<file path="src/rtl/iap_cmd_ctrl.sv">
module iap_cmd_ctrl #(
  parameter int AW = 8,
  parameter logic [AW-1:0] CFG_ADR = 8'hB1,
  parameter logic [AW-1:0] CMD_ADR = 8'hB2,
  parameter logic [AW-1:0] ADL_ADR = 8'hB3,
  parameter logic [AW-1:0] ADH_ADR = 8'hB4,
  parameter logic [6:0]    OP_VERIFY = 7'h0C
) (
  input  logic          clk,
  input  logic          rst_n,
  input  logic          sfr_wr,
  input  logic [AW-1:0] sfr_addr,
  input  logic [7:0]    sfr_wdata,
  output logic [7:0]    sfr_rdata,
  output logic          fl_start,
  output logic [6:0]    fl_op,
  output logic [15:0]   fl_addr,
  input  logic          fl_done,
  output logic          busy,
  input  logic          ext_int1_n,
  output logic          int1_n,
  output logic          swr_req,
  output logic          bank_sel
);

  logic       iap_en, fie, vrf, cmpl;
  logic [6:0] op;
  logic [7:0] adl, adh;

  function automatic logic op_known(input logic [6:0] c);
    case (c)
      7'h01, 7'h03, 7'h05, 7'h08, 7'h09,
      7'h0B, 7'h0C, 7'h0D, 7'h0E, 7'h0F: op_known = 1'b1;
      default:                           op_known = 1'b0;
    endcase
  endfunction

  wire wr_cfg = sfr_wr && sfr_addr == CFG_ADR;
  wire wr_cmd = sfr_wr && sfr_addr == CMD_ADR;
  wire wr_adl = sfr_wr && sfr_addr == ADL_ADR;
  wire wr_adh = sfr_wr && sfr_addr == ADH_ADR;
  wire cmd_ok = wr_cmd && iap_en && !busy;
  wire go     = cmd_ok && op_known(sfr_wdata[6:0]);

  always_ff @(posedge clk or negedge rst_n) begin
    if (!rst_n) begin
      iap_en <= 1'b0; bank_sel <= 1'b0; swr_req <= 1'b0;
      fie <= 1'b0; op <= '0; adl <= '0; adh <= '0;
      busy <= 1'b0; vrf <= 1'b0; cmpl <= 1'b0; fl_start <= 1'b0;
    end else begin
      swr_req  <= wr_cfg && sfr_wdata[1];
      fl_start <= go;
      if (wr_cfg) begin
        iap_en   <= sfr_wdata[6];
        bank_sel <= sfr_wdata[0];
      end
      if (wr_adl) adl <= sfr_wdata;
      if (wr_adh) adh <= sfr_wdata;
      if (cmd_ok) begin
        fie  <= sfr_wdata[7];
        op   <= sfr_wdata[6:0];
        cmpl <= 1'b0;
      end
      if (go) begin
        busy <= 1'b1;
        vrf  <= sfr_wdata[6:0] == OP_VERIFY;
      end else if (busy && (vrf || fl_done)) begin
        busy <= 1'b0;
        if (!vrf) cmpl <= 1'b1;
      end
    end
  end

  assign fl_op   = op;
  assign fl_addr = {adh, adl};
  assign int1_n  = fie ? ~cmpl : ext_int1_n;

  always_comb begin
    sfr_rdata = 8'h00;
    if (sfr_addr == CFG_ADR)      sfr_rdata = {1'b0, iap_en, 5'b0, bank_sel};
    else if (sfr_addr == CMD_ADR) sfr_rdata = {fie, op};
    else if (sfr_addr == ADL_ADR) sfr_rdata = adl;
    else if (sfr_addr == ADH_ADR) sfr_rdata = adh;
  end

  p_swr_pulse_r3: assert property (@(posedge clk) disable iff (!rst_n)
    swr_req |=> !swr_req);
  p_start_pulse_r6: assert property (@(posedge clk) disable iff (!rst_n)
    fl_start |=> !fl_start);
  p_start_busy_r6: assert property (@(posedge clk) disable iff (!rst_n)
    fl_start |-> busy);
  p_need_enable_r5: assert property (@(posedge clk) disable iff (!rst_n)
    $rose(busy) |-> $past(iap_en));
  p_verify_short_r11: assert property (@(posedge clk) disable iff (!rst_n)
    (fl_start && fl_op == OP_VERIFY) |=> !busy);
  p_op_hold_r8: assert property (@(posedge clk) disable iff (!rst_n)
    (busy && !fl_start) |-> $stable(fl_op));
  p_cmpl_done_r9: assert property (@(posedge clk) disable iff (!rst_n)
    $rose(cmpl) |-> $past(fl_done));

endmodule

</file>
<file path="config.mk">
export PLATFORM = sky130hd
export DESIGN_NAME = iap_cmd_ctrl
export DESIGN_NICKNAME = d
export VERILOG_FILES = /design/src/rtl/iap_cmd_ctrl.sv
export SDC_FILE = /design/constraint.sdc
export NUM_CORES = 1
export LEC_CHECK = 0
export CORE_MARGIN = 3
export CORE_UTILIZATION = 43
export DETAILED_ROUTE_END_ITERATION = 10
export PLACE_DENSITY = 0.75
export SYNTH_ARGS = -nofsm -noshare
export SYNTH_HDL_FRONTEND = slang
export SYNTH_SLANG_ARGS = --single-unit
</file>
<file path="constraint.sdc">
create_clock -name clk -period 2.12 [get_ports clk]
set_input_delay 0.212 -clock clk [delete_from_list [all_inputs] [get_ports clk]]
set_output_delay 0.212 -clock clk [all_outputs]
set_load 0.005 [all_outputs]
</file>
==> report_table.html <==
<table>
<tr><th>Metric</th><th>Value</th></tr>
<tr><th colspan="2">Synth</th></tr>
<tr><td>Synth unique cells</td><td>27</td></tr>
<tr><td>Number of enable flip-flop cells after synthesis</td><td>0</td></tr>
<tr><td>Most instantiated flip-flop cell in the synthesis netlist</td><td>sky130_fd_sc_hd__dfrtp_1</td></tr>
<tr><td>Combined area of all synthesized cells</td><td>1480 µm²</td></tr>
<tr><td>Dominant cells by area after synthesis</td><td>sky130_fd_sc_hd__dfrtp_1 52%, sky130_fd_sc_hd__mux2_2 20%, sky130_fd_sc_hd__o21ai_0 5.4%, sky130_fd_sc_hd__a221oi_1 3.5%, sky130_fd_sc_hd__nand2_1 2.8%</td></tr>
<tr><td>Most area-hungry cell type in the Yosys netlist</td><td>sky130_fd_sc_hd__dfrtp_1</td></tr>
<tr><td>Async set-or-reset flop fraction in the synthesized netlist</td><td>100%</td></tr>
<tr><td>Synth warnings</td><td>0</td></tr>
<tr><td>Seq cells post-synth</td><td>31</td></tr>
<tr><td>Sequential area share after synthesis</td><td>52.4%</td></tr>
<tr><td>Total nets after synthesis</td><td>148</td></tr>
<tr><td>Post-Synthesis Cells</td><td>127</td></tr>
<tr><td>Share of Yosys cell area claimed by the top area cell type</td><td>52.4%</td></tr>
<tr><td>Synth Area per Inst</td><td>11.7 µm²</td></tr>
<tr><th colspan="2">Global routing</th></tr>
<tr><td>Total GRT Usage</td><td>23.4%</td></tr>
<tr><td>Vias in the first global route</td><td>1474</td></tr>
<tr><td>Maximum number of pins on one net before global-route repair</td><td>32</td></tr>
<tr><td>Antenna violations before repair</td><td>0</td></tr>
<tr><td>First-pass GRT wire length</td><td>7350 µm</td></tr>
<tr><td>Overall overflow remaining after global route</td><td>0</td></tr>
<tr><th colspan="2">Timing</th></tr>
<tr><td>Fraction of the cycle the final worst path needs</td><td>97.4%</td></tr>
<tr><td>Achievable Freq</td><td>0.484 GHz</td></tr>
<tr><td>Time the worst path needs with I/O delays and setup</td><td>2.07 ns</td></tr>
<tr><td>Max-slew headroom</td><td>73.7%</td></tr>
<tr><td>RSZ-0062 raised after global routing</td><td>false</td></tr>
<tr><td>Total negative setup slack</td><td>0 ns</td></tr>
<tr><td>Worst hold slack</td><td>0.255 ns</td></tr>
<tr><td>Count of final max-slew check failures</td><td>0</td></tr>
<tr><td>Clock skew</td><td>0.00961 ns</td></tr>
<tr><td>Number of failing hold endpoints at the final stage</td><td>0</td></tr>
<tr><td>Slew of the pin with the lowest slew margin</td><td>0.394 ns</td></tr>
<tr><td>Final setup violation count</td><td>0</td></tr>
<tr><td>Worst setup slack after layout</td><td>0.0549 ns</td></tr>
<tr><th colspan="2">Clock tree</th></tr>
<tr><td>Source-to-sink clock delay at the later pin of the worst-skew pair</td><td>0.34 ns</td></tr>
<tr><td>Clock tree from TritonCTS</td><td>yes</td></tr>
<tr><td>Number of buffers created by CTS</td><td>5</td></tr>
<tr><td>H-tree level count</td><td>2</td></tr>
<tr><td>Library cell used as clock root buffer</td><td>sky130_fd_sc_hd__clkbuf_4</td></tr>
<tr><td>Post-cts hold buffer count</td><td>0</td></tr>
<tr><td>Count of clock tree sinks</td><td>31</td></tr>
<tr><td>Clock slew at the register clock pins of the worst setup and hold paths</td><td>0.10 ns</td></tr>
<tr><td>Maximum count of clock buffers along a single path</td><td>2</td></tr>
<tr><th colspan="2">Layout</th></tr>
<tr><td>Number of fill cells</td><td>245</td></tr>
<tr><td>Core Util, Final</td><td>72.8%</td></tr>
<tr><td>Growth of design area from synthesis to finish</td><td>56.1%</td></tr>
<tr><td>Ratio of cells with drive above 1 in the final layout</td><td>27.9%</td></tr>
<tr><td>Number of nets in the layout</td><td>224</td></tr>
<tr><td>Diodes inserted</td><td>0</td></tr>
<tr><td>Final standard cell count with taps included and fillers excluded</td><td>248</td></tr>
<tr><th colspan="2">Worst setup path</th></tr>
<tr><td>Signal arrival time at the worst endpoint</td><td>2.29 ns</td></tr>
<tr><td>Kind of start point of the critical path</td><td>primary input</td></tr>
<tr><td>Required time of the critical path</td><td>2.34 ns</td></tr>
<tr><td>Highest net fanout along the worst path</td><td>9</td></tr>
<tr><td>Crit Path Class</td><td>in -&gt; reg</td></tr>
<tr><td>Capturing element type of the critical path</td><td>register</td></tr>
<tr><th colspan="2">Drt</th></tr>
<tr><td>Per-cell routed wire length</td><td>17.9 µm</td></tr>
<tr><td>First-iteration detailed-routing DRC count</td><td>133</td></tr>
<tr><td>Count of unresolved DRC violations after routing</td><td>0</td></tr>
<tr><td>Ratio of routed vias to standard cells</td><td>5.57</td></tr>
<tr><td>DR pass1 iterations</td><td>4</td></tr>
<tr><td>Total via count after detailed routing</td><td>1381</td></tr>
<tr><td>Residual antenna-violating net count after detailed routing</td><td>0</td></tr>
<tr><td>DRT Wirelength</td><td>4430 µm</td></tr>
<tr><th colspan="2">Floorplan</th></tr>
<tr><td>Horizontal die dimension</td><td>64.7 µm</td></tr>
<tr><td>Area enclosed by the die boundary</td><td>4190 µm²</td></tr>
<tr><td>Starting utilization of the core area</td><td>46.6%</td></tr>
<tr><td>Die Y</td><td>64.7 µm</td></tr>
<tr><td>Total I/O pin count</td><td>57</td></tr>
<tr><td>Count of standard-cell rows</td><td>20</td></tr>
<tr><td>Placeable core region</td><td>3180 µm²</td></tr>
<tr><th colspan="2">Worst hold path</th></tr>
<tr><td>Path category of the worst min-delay check</td><td>in -&gt; async</td></tr>
<tr><th colspan="2">Placed design</th></tr>
<tr><td>Global placer's final weighted congestion</td><td>0.820</td></tr>
<tr><td>Buffers on Ports</td><td>56</td></tr>
<tr><td>Half-perimeter wire length of the detailed placement result</td><td>3210 µm</td></tr>
<tr><td>Post-placement cell count</td><td>237</td></tr>
<tr><td>Placement Setup Slack</td><td>-0.356 ns</td></tr>
<tr><th colspan="2">Power and ir drop</th></tr>
<tr><td>Leakage component of the power</td><td>1.09 nW</td></tr>
<tr><td>Ratio of total power to cell area</td><td>514 nW/µm²</td></tr>
<tr><td>Max IR drop VDD</td><td>416 µV</td></tr>
<tr><th colspan="2">Job</th></tr>
<tr><td>Max-capacitance violation count</td><td>0</td></tr>
<tr><th colspan="2">Outcome</th></tr>
<tr><td>Run status</td><td>complete, no violations</td></tr>
</table>
## sequential cells by signal, indices dropped and copies added (netlist names)
name      flops
bank_sel      1
fl_op         7
iap_en        1
cmpl          1
swr_req       1
busy          1
vrf           1
fl_start      1
adh           8
fie           1
adl           8
## kinds of logic (layout without fill, tap and decap cells)
kind of cell,Yosys count,in the layout,share of synthesized area [%]
flip-flops,31,31,52.4
AND/OR/NAND/NOR,31,31,11.3
multiplexers,29,29,21.8
AO/OA/AOI/OAI,28,28,12.2
buffers and inverters,8,85,2.28
## where the power goes
part | switching [mW] | internal (mW)
Clock | 0.204 | 0.195
Combinational | 0.0721 | 0.0981
Sequential | 0.0130 | 0.607
Total | 0.289 | 0.900
## cell usage in the layout (no fill, tap or decap), drive strengths merged, types with 3 or more instances in the layout
cell / n
o21ai: 16
nor2: 5
dlygate4sd2: 7
mux2: 26
nand2: 11
nand2b: 3
clkbuf: 9
a221oi: 6
inv: 5
dfrtp: 31
mux2i: 3
buf: 16
clkdlybuf4s50: 47
## critical path, cell delays in order
cell	delay, ns
sky130_fd_sc_hd__clkdlybuf4s50_1	0.47
sky130_fd_sc_hd__or4b_1	0.56
sky130_fd_sc_hd__or4_1	0.54
sky130_fd_sc_hd__buf_4	0.22
sky130_fd_sc_hd__mux2_2	0.28
## synthesized netlist by cell type, types with 2 or more instances
cell type                  instances
sky130_fd_sc_hd__a21boi_0          2
sky130_fd_sc_hd__a221oi_1          6
sky130_fd_sc_hd__dfrtp_1          31
sky130_fd_sc_hd__inv_1             5
sky130_fd_sc_hd__mux2_2           26
sky130_fd_sc_hd__mux2i_1           3
sky130_fd_sc_hd__nand2_1          11
sky130_fd_sc_hd__nand2b_1          3
sky130_fd_sc_hd__nor2_1            5
sky130_fd_sc_hd__nor3_1            2
sky130_fd_sc_hd__o21ai_0          16
sky130_fd_sc_hd__o31ai_1           2
## metrics by stage
stage	power, mW	area [µm²]
6_report	1.19	2310
5_1_grt	1.24	2310
4_1_cts	1.19	2280
3_5_place_dp	0.795	2190
3_3_place_gp	0.789	2190
2_1_floorplan	0.670	1480
## final timing paths
| path | slack, ns | depth (start not counted) | from | endpoint |
|---|---|---|---|---|
| max reg2reg | 0.46 | 4 | busy$_DFFE_PN0P_ | fl_op[3]$_DFFE_PN0P_ |
| max | 0.05 | 5 | sfr_addr[2] | fl_op[3]$_DFFE_PN0P_ |
| max in group asynchronous | 1.58 | 2 | rst_n | fl_op[3]$_DFFE_PN0P_ |
| min reg2reg | 0.52 | 1 | cmpl$_DFF_PN0_ | cmpl$_DFF_PN0_ |
| min | 0.25 | 2 | rst_n | iap_en$_DFFE_PN0P_ |
| min in group clk | 0.46 | 2 | fl_done | busy$_DFFE_PN0P_ |
## final cells by class
type | count | area, µm² | area share [%]
clock buffers | 8 | 68.8 | 2.98
inverters | 5 | 18.8 | 0.812
multi-input cells | 88 | 712 | 30.8
flip-flops and latches | 31 | 776 | 33.5
well taps | 44 | 55.1 | 2.38
repair buffers | 72 | 682 | 29.5
## per-layer routing
| metal | wire, µm | vias up | part of all wire (%) | GRT usage, % |
|---|---|---|---|---|
| met5 | 0 | - | 0 | 0 |
| met4 | 53 | 0 | 1.2 | 6.86 |
| met3 | 290 | 6 | 6.6 | 6.93 |
| met2 | 2260 | 52 | 51 | 39.3 |
| met1 | 1820 | 699 | 41 | 29.1 |
| li1 | - | 624 | - | - |
## what timing repair did
action	4_1_cts	5_1_grt
gates resized for setup	13	7
pin swaps	2	1
buffers inserted	1	2
setup endpoints to repair	8	13
(Power assumes the default switching activity.)
